<file path="src/rtl/claim_pkg.sv">
// Package: shared types for the dual-port claim tag block.
// Assumes a one-bit view select on every read and write path.
package claim_pkg;

    // Which register view an access targets.
    typedef enum logic {
        VIEW_SET = 1'b0,
        VIEW_CLR = 1'b1
    } claim_view_e;

    // Port indices used inside the block.
    localparam int unsigned PORT_SYS = 0;
    localparam int unsigned PORT_EXT = 1;
    localparam int unsigned NUM_PORTS = 2;

endpackage

</file>
<file path="src/rtl/claim_port_decode.sv">
// Module: claim_port_decode
// Turns one port's write strobe, view and data into a set mask and a clear
// mask. Bits outside the implemented mask are dropped here.
// Assumes at most one write per port per cycle.
module claim_port_decode
    import claim_pkg::*;
#(
    parameter int unsigned TAG_W = 8,
    parameter logic [TAG_W-1:0] IMPL_MASK = '1
) (
    input  logic             wr_en,
    input  logic             wr_view,
    input  logic [TAG_W-1:0] wr_data,
    output logic [TAG_W-1:0] set_mask,
    output logic [TAG_W-1:0] clr_mask
);

    claim_view_e view;
    logic [TAG_W-1:0] eff_data;

    // Interpret the raw view bit and keep only the implemented bits.
    always_comb begin
        view     = claim_view_e'(wr_view);
        eff_data = wr_data & IMPL_MASK;
    end

    // Route the data to the set path or the clear path, only when enabled.
    always_comb begin
        set_mask = '0;
        clr_mask = '0;
        if (wr_en) begin
            if (view == VIEW_SET) begin
                set_mask = eff_data;
            end else begin
                clr_mask = eff_data;
            end
        end
    end

endmodule

</file>
<file path="src/rtl/claim_merge.sv">
// Module: claim_merge
// Combines the set and clear masks from every port with the current tags.
// One-bits from all ports are ORed, so no port's write is lost.
// SET_WINS chooses how a bit that is both set and cleared in one cycle
// resolves. Purely combinational.
module claim_merge #(
    parameter int unsigned TAG_W     = 8,
    parameter int unsigned NUM_PORTS = 2,
    parameter bit          SET_WINS  = 1'b1
) (
    input  logic [TAG_W-1:0] cur_tags,
    input  logic [TAG_W-1:0] set_vec [NUM_PORTS],
    input  logic [TAG_W-1:0] clr_vec [NUM_PORTS],
    output logic [TAG_W-1:0] nxt_tags
);

    logic [TAG_W-1:0] set_any;
    logic [TAG_W-1:0] clr_any;

    // OR together the requests of all ports.
    always_comb begin
        set_any = '0;
        clr_any = '0;
        for (int p = 0; p < NUM_PORTS; p++) begin
            set_any = set_any | set_vec[p];
            clr_any = clr_any | clr_vec[p];
        end
    end

    // Resolve bits that are set and cleared in the same cycle.
    generate
        if (SET_WINS) begin : g_set_wins
            // The clear is applied first, so the set overrides it.
            always_comb nxt_tags = (cur_tags & ~clr_any) | set_any;
        end else begin : g_clr_wins
            // The set is applied first, so the clear overrides it.
            always_comb nxt_tags = (cur_tags | set_any) & ~clr_any;
        end
    endgenerate

endmodule

</file>
<file path="src/rtl/claim_tag_store.sv">
// Module: claim_tag_store
// The single state register for the claim tags. Every write goes through
// here, so both ports see one serialized sequence of values.
// Synchronous active-low reset clears all tags. Bits outside IMPL_MASK
// are held at zero.
module claim_tag_store #(
    parameter int unsigned TAG_W = 8,
    parameter logic [TAG_W-1:0] IMPL_MASK = '1
) (
    input  logic             clk,
    input  logic             rst_n,
    input  logic [TAG_W-1:0] nxt_tags,
    output logic [TAG_W-1:0] tags
);

    // Load the merged value on each clock edge, or clear it on reset.
    always_ff @(posedge clk) begin
        if (!rst_n) begin
            tags <= '0;
        end else begin
            tags <= nxt_tags & IMPL_MASK;
        end
    end

endmodule

</file>
<file path="src/rtl/claim_read_mux.sv">
// Module: claim_read_mux
// Read path for one port. The clear view returns the live tags; the set
// view returns the constant mask of implemented bits. Combinational.
module claim_read_mux
    import claim_pkg::*;
#(
    parameter int unsigned TAG_W = 8,
    parameter logic [TAG_W-1:0] IMPL_MASK = '1
) (
    input  logic             rd_view,
    input  logic [TAG_W-1:0] tags,
    output logic [TAG_W-1:0] rd_data
);

    // Choose between the constant mask and the live tags.
    always_comb begin
        if (claim_view_e'(rd_view) == VIEW_CLR) begin
            rd_data = tags;
        end else begin
            rd_data = IMPL_MASK;
        end
    end

endmodule

</file>
<file path="src/rtl/claim_tag_dual.sv">
// Module: claim_tag_dual
// Top of the dual-port claim tag block. One decoder and one read mux are
// built per port. The decoders feed a shared merge stage and the single
// tag register.
// Assumes both ports share clk and rst_n. Writes take effect at the edge
// where they are presented.
module claim_tag_dual
    import claim_pkg::*;
#(
    parameter int unsigned TAG_W = 8,
    parameter logic [TAG_W-1:0] IMPL_MASK = '1,
    parameter bit SET_WINS = 1'b1
) (
    input  logic             clk,
    input  logic             rst_n,
    input  logic             sys_wr_en,
    input  logic             sys_wr_view,
    input  logic [TAG_W-1:0] sys_wr_data,
    input  logic             sys_rd_view,
    output logic [TAG_W-1:0] sys_rd_data,
    input  logic             ext_wr_en,
    input  logic             ext_wr_view,
    input  logic [TAG_W-1:0] ext_wr_data,
    input  logic             ext_rd_view,
    output logic [TAG_W-1:0] ext_rd_data
);

    localparam int unsigned NP = NUM_PORTS;

    logic             wr_en_a   [NP];
    logic             wr_view_a [NP];
    logic [TAG_W-1:0] wr_data_a [NP];
    logic             rd_view_a [NP];
    logic [TAG_W-1:0] rd_data_a [NP];
    logic [TAG_W-1:0] set_vec   [NP];
    logic [TAG_W-1:0] clr_vec   [NP];
    logic [TAG_W-1:0] tags;
    logic [TAG_W-1:0] nxt_tags;

    // Gather the named port pins into per-port arrays.
    always_comb begin
        wr_en_a[PORT_SYS]   = sys_wr_en;
        wr_view_a[PORT_SYS] = sys_wr_view;
        wr_data_a[PORT_SYS] = sys_wr_data;
        rd_view_a[PORT_SYS] = sys_rd_view;
        wr_en_a[PORT_EXT]   = ext_wr_en;
        wr_view_a[PORT_EXT] = ext_wr_view;
        wr_data_a[PORT_EXT] = ext_wr_data;
        rd_view_a[PORT_EXT] = ext_rd_view;
    end

    // Drive the read data back out on the named pins.
    always_comb begin
        sys_rd_data = rd_data_a[PORT_SYS];
        ext_rd_data = rd_data_a[PORT_EXT];
    end

    generate
        for (genvar p = 0; p < NP; p++) begin : g_port
            claim_port_decode #(
                .TAG_W    (TAG_W),
                .IMPL_MASK(IMPL_MASK)
            ) i_decode (
                .wr_en   (wr_en_a[p]),
                .wr_view (wr_view_a[p]),
                .wr_data (wr_data_a[p]),
                .set_mask(set_vec[p]),
                .clr_mask(clr_vec[p])
            );

            claim_read_mux #(
                .TAG_W    (TAG_W),
                .IMPL_MASK(IMPL_MASK)
            ) i_read (
                .rd_view(rd_view_a[p]),
                .tags   (tags),
                .rd_data(rd_data_a[p])
            );
        end
    endgenerate

    claim_merge #(
        .TAG_W    (TAG_W),
        .NUM_PORTS(NP),
        .SET_WINS (SET_WINS)
    ) i_merge (
        .cur_tags(tags),
        .set_vec (set_vec),
        .clr_vec (clr_vec),
        .nxt_tags(nxt_tags)
    );

    claim_tag_store #(
        .TAG_W    (TAG_W),
        .IMPL_MASK(IMPL_MASK)
    ) i_store (
        .clk     (clk),
        .rst_n   (rst_n),
        .nxt_tags(nxt_tags),
        .tags    (tags)
    );

endmodule

</file>
<file path="config.mk">
export PLATFORM = sky130hd
export DESIGN_NAME = claim_tag_dual
export DESIGN_NICKNAME = d
export VERILOG_FILES = /design/src/rtl/claim_pkg.sv /design/src/rtl/claim_port_decode.sv /design/src/rtl/claim_merge.sv /design/src/rtl/claim_tag_store.sv /design/src/rtl/claim_read_mux.sv /design/src/rtl/claim_tag_dual.sv
export SDC_FILE = /design/constraint.sdc
export NUM_CORES = 1
export LEC_CHECK = 0
export ABC_AREA = 0
export CAP_MARGIN = 20
export CELL_PAD_IN_SITES_DETAIL_PLACEMENT = 0
export CELL_PAD_IN_SITES_GLOBAL_PLACEMENT = 1
export CORE_MARGIN = 3
export CORE_UTILIZATION = 21
export CTS_CLUSTER_SIZE = 8
export DETAILED_ROUTE_END_ITERATION = 16
export PLACE_DENSITY = 0.87
export SYNTH_ARGS = -nofsm -noshare
export SYNTH_HDL_FRONTEND = slang
export SYNTH_SLANG_ARGS = --single-unit
</file>
<file path="constraint.sdc">
create_clock -name clk -period 1.25 [get_ports clk]
set_clock_uncertainty 0.15 [all_clocks]
set_input_delay 0.125 -clock clk [delete_from_list [all_inputs] [get_ports clk]]
set_output_delay 0.125 -clock clk [all_outputs]
set_load 0.02 [all_outputs]
</file>
---- Word level (Yosys, flattened, before mapping) ----
Index checks and enable logic that the tools add are counted.
W data, S select, Z words.
word-level totals
  register bits after elaboration ......... 8
  bits of input ports ..................... 24
  output and inout bits ................... 16
  word-level logic and storage cells ...... 16
cells by class
  muxes and demuxes ....................... 10
  bitwise operators ....................... 5
operators with widths
  cell           count
  $mux W8        10
  $or A8 B8 Y8   3
  $and A8 B8 Y8  1
  $not A8 Y8     1

---- Logic depth before layout (Yosys ltp) ----
Gate-level depths: netlist of the first run.
  depth after elaboration ................. 6
  depth in mapped cells ................... 5
  depth with buffers taken out ............ 3

---- Cells and area by module ----
A second synthesis of the first run with hierarchy kept.
second synthesis, totals
  cells, all modules ...................... 84
  area, all modules ....................... 705.7 µm²
modules (own cells, without submodules)
  module             instances  cells an instance  area each (µm²)  sequential area each (µm²)
  claim_port_decode  2          18                 147.6            0.0
  claim_tag_store    1          16                 210.2            160.2
  claim_merge        1          16                 100.1            0.0
  claim_read_mux     2          8                  50.0             0.0

---- Least setup slack after synthesis of the first run ----
No wires, ideal clock.
  kind .................................... input port to flip-flop
  start ................................... input sys_wr_en
  end ..................................... register i_store.tags[0]
  library setup time ...................... 0.119 ns
  data arrival time ....................... 0.662 ns
  required time ........................... 0.981 ns
  path slack .............................. 0.319 ns
  stages on the path ...................... 5
  path buffers ............................ 2
  path through ............................ buf_6 nor2b_4 buf_6 a2bb2oi_1 a21boi_1
between the ends
  longest elaborated chain between the ends .. 5
  elaborated cells on any way between the ends .. 7
  classes of those cells .................. mux: 2; bitwise: 5
ends and longest elaborated chain
  what                    line                     text
  start: declaration      claim_tag_dual.sv:16     input logic sys_wr_en,
  $mux W8                 claim_port_decode.sv:31  if (wr_en) begin
  $or A8 B8 Y8            claim_merge.sv:26        clr_any = clr_any | clr_vec[p];
  $not A8 Y8              claim_merge.sv:34        always_comb nxt_tags = (cur_tags & ~clr_any) | set_any;
  $and A8 B8 Y8           claim_merge.sv:34
  $or A8 B8 Y8 *          claim_merge.sv:34
  end signal: assignment  claim_tag_store.sv:21    tags <= nxt_tags & IMPL_MASK;
  end: declaration        claim_tag_store.sv:13    output logic [TAG_W-1:0] tags
Every way passes the cells marked *; elsewhere a longest branch is shown, timed or not.
A chain may end at the register's enable or synchronous reset.

---- Worst setup path in the final report of the first run ----
  start ................................... input ext_wr_en
  end ..................................... register i_store.tags[3]
between the ends
  longest elaborated chain between the ends .. 5
  elaborated cells on any way between the ends .. 7
  classes of those cells .................. mux: 2; bitwise: 5
ends and longest elaborated chain
  what                line                     text
  start: declaration  claim_tag_dual.sv:21     input logic ext_wr_en,
  $mux W8             claim_port_decode.sv:31
  $or A8 B8 Y8        claim_merge.sv:26
  $not A8 Y8          claim_merge.sv:34
  $and A8 B8 Y8       claim_merge.sv:34
  $or A8 B8 Y8 *      claim_merge.sv:34
Marks and branches as above.

==> impl_metrics.yaml, run 1 <==
layout:
  largest_register: "i_store.tags"
  multi_input_area_um2: 347
  diodes: 0
  top_regs: "i_store.tags (8)"
  layout_common_cells: "clkdlybuf4s50_1, nand2b_1, buf_2"
  seq_area_um2: 160
  nFillCells: 255
  largest_register_ffs: 8
  layout_commonest_cell: "clkdlybuf4s50_1"
  area_growth_pct: 73.1
  finalNetCount: 139
  drive_gt1_share_pct: 24.8
clock_tree:
  numCtsBuffers: 3
  htree_levels: 1
  root_buffer: "clkbuf_4"
  cts_setup_buffers: 0
  clockBufferDepth: 2
  clkTransAtPathRegs_ns: 0.06
  cts_sinks: 8
  cts_hold_buffers: 0
  tritoncts: "done"
  insertion_delay_ns: 0.25
global_routing:
  grt_pass1_wl_um: 2960
  met2_usage_pct: 19.0
  grtUsageMet3_pct: 3.22
  grt_pass1_vias: 652
  antenna_found_initial: 0
  top_usage_layer: "met2"
  groute.usage.overall_pct: 11.6
  use_met1_pct: 14.3
  grt_start_max_net_pins: 9
  gr-total-overflow: 0
synth:
  synth_cell_types: 14
  synth-seq-cells: 8
  synth.avg_cell_area_um2: 7.97
  ys_warn_count: 0
  syn-cell-area_um2: 534
  synth_nets: 91
  synth_seq_area_share_pct: 30.0
  syn_inst: 67
die:
  io_pins: 40
  die_y_um: 56.4
  start_util_pct: 23.0
  core_um2: 2320
  die_area_um2: 3190
  dieWidth_um: 56.4
  fp-row-count: 17
routing:
  dr.pass1.iters: 4
  wirelength_um: 1770
  vias: 651
  wl_per_cell_um: 12.5
  dr.first_iter.drc_count: 11
  drc_errors: 0
  via_per_inst: 4.62
  postRouteAntennaNets: 0
placed_design:
  port_buffers: 39
  dp.final_hpwl_um: 1430
  pre_cts_ws_ns: -0.530
  gp_congestion: 0.692
pwr:
  p_leak_nw: 0.412
  vdd_drop_max_uv: 491
  powerDensity_nw_per_um2: 839
sta:
  tightest_slew_ns: 0.342
  finalCritPeriodShare_pct: 93.1
  finalHoldViolCount: 0
  min_period_ns: 1.16
  fin_setup_tns_ns: 0
  relSlewSlack_pct: 77.2
  setup_violations: 0
  fmax_mhz: 859
  postLayoutSetupSlackWorst_ns: 0.0858
  drv_slew: 0
  grt_setup_unrepaired: "false"
worst_setup_path:
  start_kind: "input port"
  arrival_ns: 1.19
  cp_max_fo: 5
  r2r_slack_ns: 0.40
  crit_path_end_kind: "flop"
  r2r-start: "i_store.tags[5]$_SDFF_PN0_"
  cp.required_ns: 1.28
  ff2ff_path_depth: 2
  crit_type: "input port to flop"
  reg2reg_to: "i_store.tags[5]$_SDFF_PN0_"
run:
  cap_violations: 0
worst_hold_path:
  whs_endpoint: "i_store.tags[6]$_SDFF_PN0_"
  min_path_cells: 2
  holdCritPathClass: "flop to flop"
  hold_start: "i_store.tags[6]$_SDFF_PN0_"
status:
  status: "finished, final reports clean"
[kinds of logic after synthesis]
family                 after synthesis  share of synthesized area, %
AOI/OAI and AO/OA                   18                          26.2
buffers and inverters                3                          5.15
DFF                                  8                          30.0
and+or+nand+nor                     38                          38.6
[where the power goes]
group / switching, mW / internal, mW / leakage [nW]
sequential: 0.00956 / 0.273 / 0.0659
clock: 0.0911 / 0.110 / 0.0138
combinational: 0.138 / 0.154 / 0.332
[timing repair]
item / CTS / global route
endpoints found under the hold margin: 0 / 0
gates resized for setup: 53 / 13
endpoints found under the setup margin: 16 / 13
[worst max-delay path, stage by stage]
cell,delay [ns]
clkdlybuf4s50_1,0.57
buf_4,0.17
nand2_1,0.06
a2bb2oi_1,0.13
a21boi_1,0.15
[synth_stat cells (all sizes together)]
cell     number  area, um^2
nand2b       16         100
nand2        14        52.6
dfxtp         8         160
a21boi        7        52.6
a2bb2oi       5        43.8
nand3         5        25.0
a22oi         4        30.0
buf           3        27.5
nor2b         2        22.5
and3          1        6.26
o21a          1        7.51
o22ai         1        6.26
[stage by stage]
step	power (mW)	hold slack, ns	utilization (%)	area [um^2]	std cells
6_report	0.776	0.301	39.9	925	141
3_3_place_gp	0.618	0.294	42.5	985	138
3_5_place_dp	0.624	0.296	42.5	985	138
5_1_grt	0.825	0.329	39.9	925	141
4_1_cts	0.809	0.304	43.4	1010	141
2_1_floorplan	0.432	0.0925	-	534	67
[worst max path at each step]
stage                                          start                         end  cells past startpoint
after CTS                 i_store.tags[3]$_SDFF_PN0_              ext_rd_data[3]                      2
after global routing                       ext_wr_en  i_store.tags[1]$_SDFF_PN0_                      5
after global placement                   ext_rd_view              ext_rd_data[0]                      3
final                                      ext_wr_en  i_store.tags[3]$_SDFF_PN0_                      5
after floorplan                            sys_wr_en  i_store.tags[0]$_SDFF_PN0_                      5
after detailed placement                 ext_rd_view              ext_rd_data[2]                      3
[area by class of cell]
| type | count | area share (%) |
|---|---|---|
| sequential | 8 | 17.3 |
| tap | 28 | 3.79 |
| multi-input combinational | 56 | 37.5 |
| clock buffer | 3 | 2.44 |
| timing repair buffer | 46 | 39.0 |
[routing by layer]
metal | vias up | share of wire [%]
li1 | 326 | -
met1 | 300 | 44
met2 | 25 | 49
met3 | 0 | 6.9
met4 | 0 | 0
met5 | - | 0
(Power assumes the default switching activity.)
==> run 2, diff against run 1 <==
CORE_MARGIN = 1.5   (was 3)
==> run 2 against run 1 <==
Compared with the run above:
- die area fell by 10%
- register-to-register slack got worse by 0.02 ns
- cell count did not move
- utilization shrank 2.3 points
- combinational power is essentially flat
- critical path depth decreased by 3
- cell area is 1.1% lower
- first-iteration DRC count fell by 55%
- critical path type is now flop to output pin
==> impl_metrics.yaml, run 2 (synthesized netlist as in run 1, its figures left out) <==
status:
  status: "finished, final reports clean"
layout:
  finalNetCount: 137
  top_regs: "i_store.tags (8)"
  layout_commonest_cell: "clkdlybuf4s50_1"
  seq_area_um2: 160
  layout_common_cells: "clkdlybuf4s50_1, nand2b_1, buf_2"
  final_util_pct: 37.6
  design_area_um2: 915
  multi_input_area_um2: 347
  layoutNonFillerInstCount: 141
  area_growth_pct: 71.2
  largest_register: "i_store.tags"
  diodes: 0
  largest_register_ffs: 8
  drive_gt1_share_pct: 23.4
  nFillCells: 283
worst_setup_path:
  crit_chain: "nand2b_1 > buf_2"
  critPathMaxStageDelay_ns: 0.32
  arrival_ns: 0.88
  ff2ff_path_depth: 2
  cp_max_fo: 3
  path_buf_inv: 1
  crit_start: "i_store.tags[0]$_SDFF_PN0_"
  cp.required_ns: 0.98
  start_kind: "flop"
  path_depth: 2
  crit_path_end_kind: "output pin"
  r2r-start: "i_store.tags[5]$_SDFF_PN0_"
  cpLargestDelayFamily: "flip-flops"
  crit_slowest_cell: "dfxtp_1"
  crit_type: "flop to output pin"
clock_tree:
  clockBufferDepth: 2
  cts_sinks: 8
  cts_setup_buffers: 0
  root_buffer: "clkbuf_4"
  tritoncts: "done"
  numCtsBuffers: 3
  cts_hold_buffers: 0
  insertion_delay_ns: 0.25
  clkTransAtPathRegs_ns: 0.06
  htree_levels: 1
worst_hold_path:
  holdCritPathClass: "input port to flop"
  min_path_cells: 4
  hold_start: "ext_wr_en"
routing:
  wl_met2_um: 889
  top_layer_used: "met3"
  via_per_inst: 4.68
  dr.first_iter.drc_count: 5
  drc_errors: 0
  wirelength_um: 1780
  dr.pass1.iters: 4
  vias: 660
  dr_wl_met3_um: 144
  met1_length_um: 747
  postRouteAntennaNets: 0
  wl_per_cell_um: 12.6
global_routing:
  gr-total-overflow: 0
  grt_start_max_net_pins: 9
  groute.usage.overall_pct: 13.3
  grt_pass1_wl_um: 2720
  grt_pass1_vias: 659
  antenna_found_initial: 0
pwr:
  comb_power_share_pct: 37.4
  sw_frac_of_total_pct: 31.3
  vdd_drop_max_uv: 380
  p_seq_share_pct: 36.5
  powerDensity_nw_per_um2: 847
  finalPower_mw: 0.775
  p_leak_nw: 0.411
  p_switching_mw: 0.242
  power.share.clock_pct: 26.1
  p_int_mw: 0.533
sta:
  setup_violations: 0
  tightest_slew_ns: 0.332
  fmax_mhz: 863
  relSlewSlack_pct: 77.8
  finalCritPeriodShare_pct: 92.7
  drv_slew: 0
  grt_setup_unrepaired: "false"
  fin_setup_tns_ns: 0
  finalHoldViolCount: 0
  min_period_ns: 1.16
die:
  die_area_um2: 2860
  fp-row-count: 18
  dieWidth_um: 53.4
  die_y_um: 53.4
  start_util_pct: 22.0
  core_um2: 2430
  io_pins: 40
placed_design:
  dp.final_hpwl_um: 1430
  gp_congestion: 0.631
  place_inst: 138
  port_buffers: 39
  dpl_cell_area_um2: 972
run:
  cap_violations: 0
[run 2: layer usage]
| metal | GRT usage, % | vias to the layer above |
|---|---|---|
| li1 | - | 321 |
| met1 | 14.6 | 312 |
| met2 | 24.1 | 27 |
| met3 | 2.82 | 0 |
| met4 | 5.56 | 0 |
| met5 | 0 | - |
[run 2: what timing repair did]
item                                    in CTS  in global routing
resized for setup                           62                  5
gates cloned                                 0                  0
hold endpoints to repair                     0                  0
endpoints found under the setup margin      16                  5
[run 2: metrics by stage]
step	hold slack (ns)	worst slack [ns]
finish	0.224	0.0917
floorplan	0.0925	0.319
global route	0.272	0.0466
CTS	0.314	0.00280
global placement	0.297	-0.497
detailed placement	0.306	-0.507
[run 2: area by class of cell]
| cell class | count | area share [%] |
|---|---|---|
| Timing Repair Buffer | 44 | 38.0 |
| Multi-Input combinational cell | 56 | 37.9 |
| Sequential cell | 8 | 17.5 |
| Tap cell | 30 | 4.10 |
| Clock buffer | 3 | 2.46 |
[run 2: worst register-to-register path, cell delays in order (launching register included)]
cell     delay (ns)
dfxtp_1        0.31
and3_1         0.14
o21a_1         0.16
[run 2: final timing paths]
path / end / slack (ns)
worst max-delay path: sys_rd_data[0] / 0.09
worst min-delay path: i_store.tags[6]$_SDFF_PN0_ / 0.22
worst max register to register: i_store.tags[5]$_SDFF_PN0_ / 0.38
worst min register to register: i_store.tags[7]$_SDFF_PN0_ / 0.32
[run 2: power by group through the flow]
stage          clock network (mW)  logic, mW  registers (mW)
2_1_floorplan                   0      0.147           0.285
4_1_cts                     0.213      0.300           0.283
3_3_place_gp                    0      0.326           0.287
3_5_place_dp                    0      0.334           0.288
5_1_grt                     0.216      0.312           0.285
6_report                    0.202      0.290           0.282
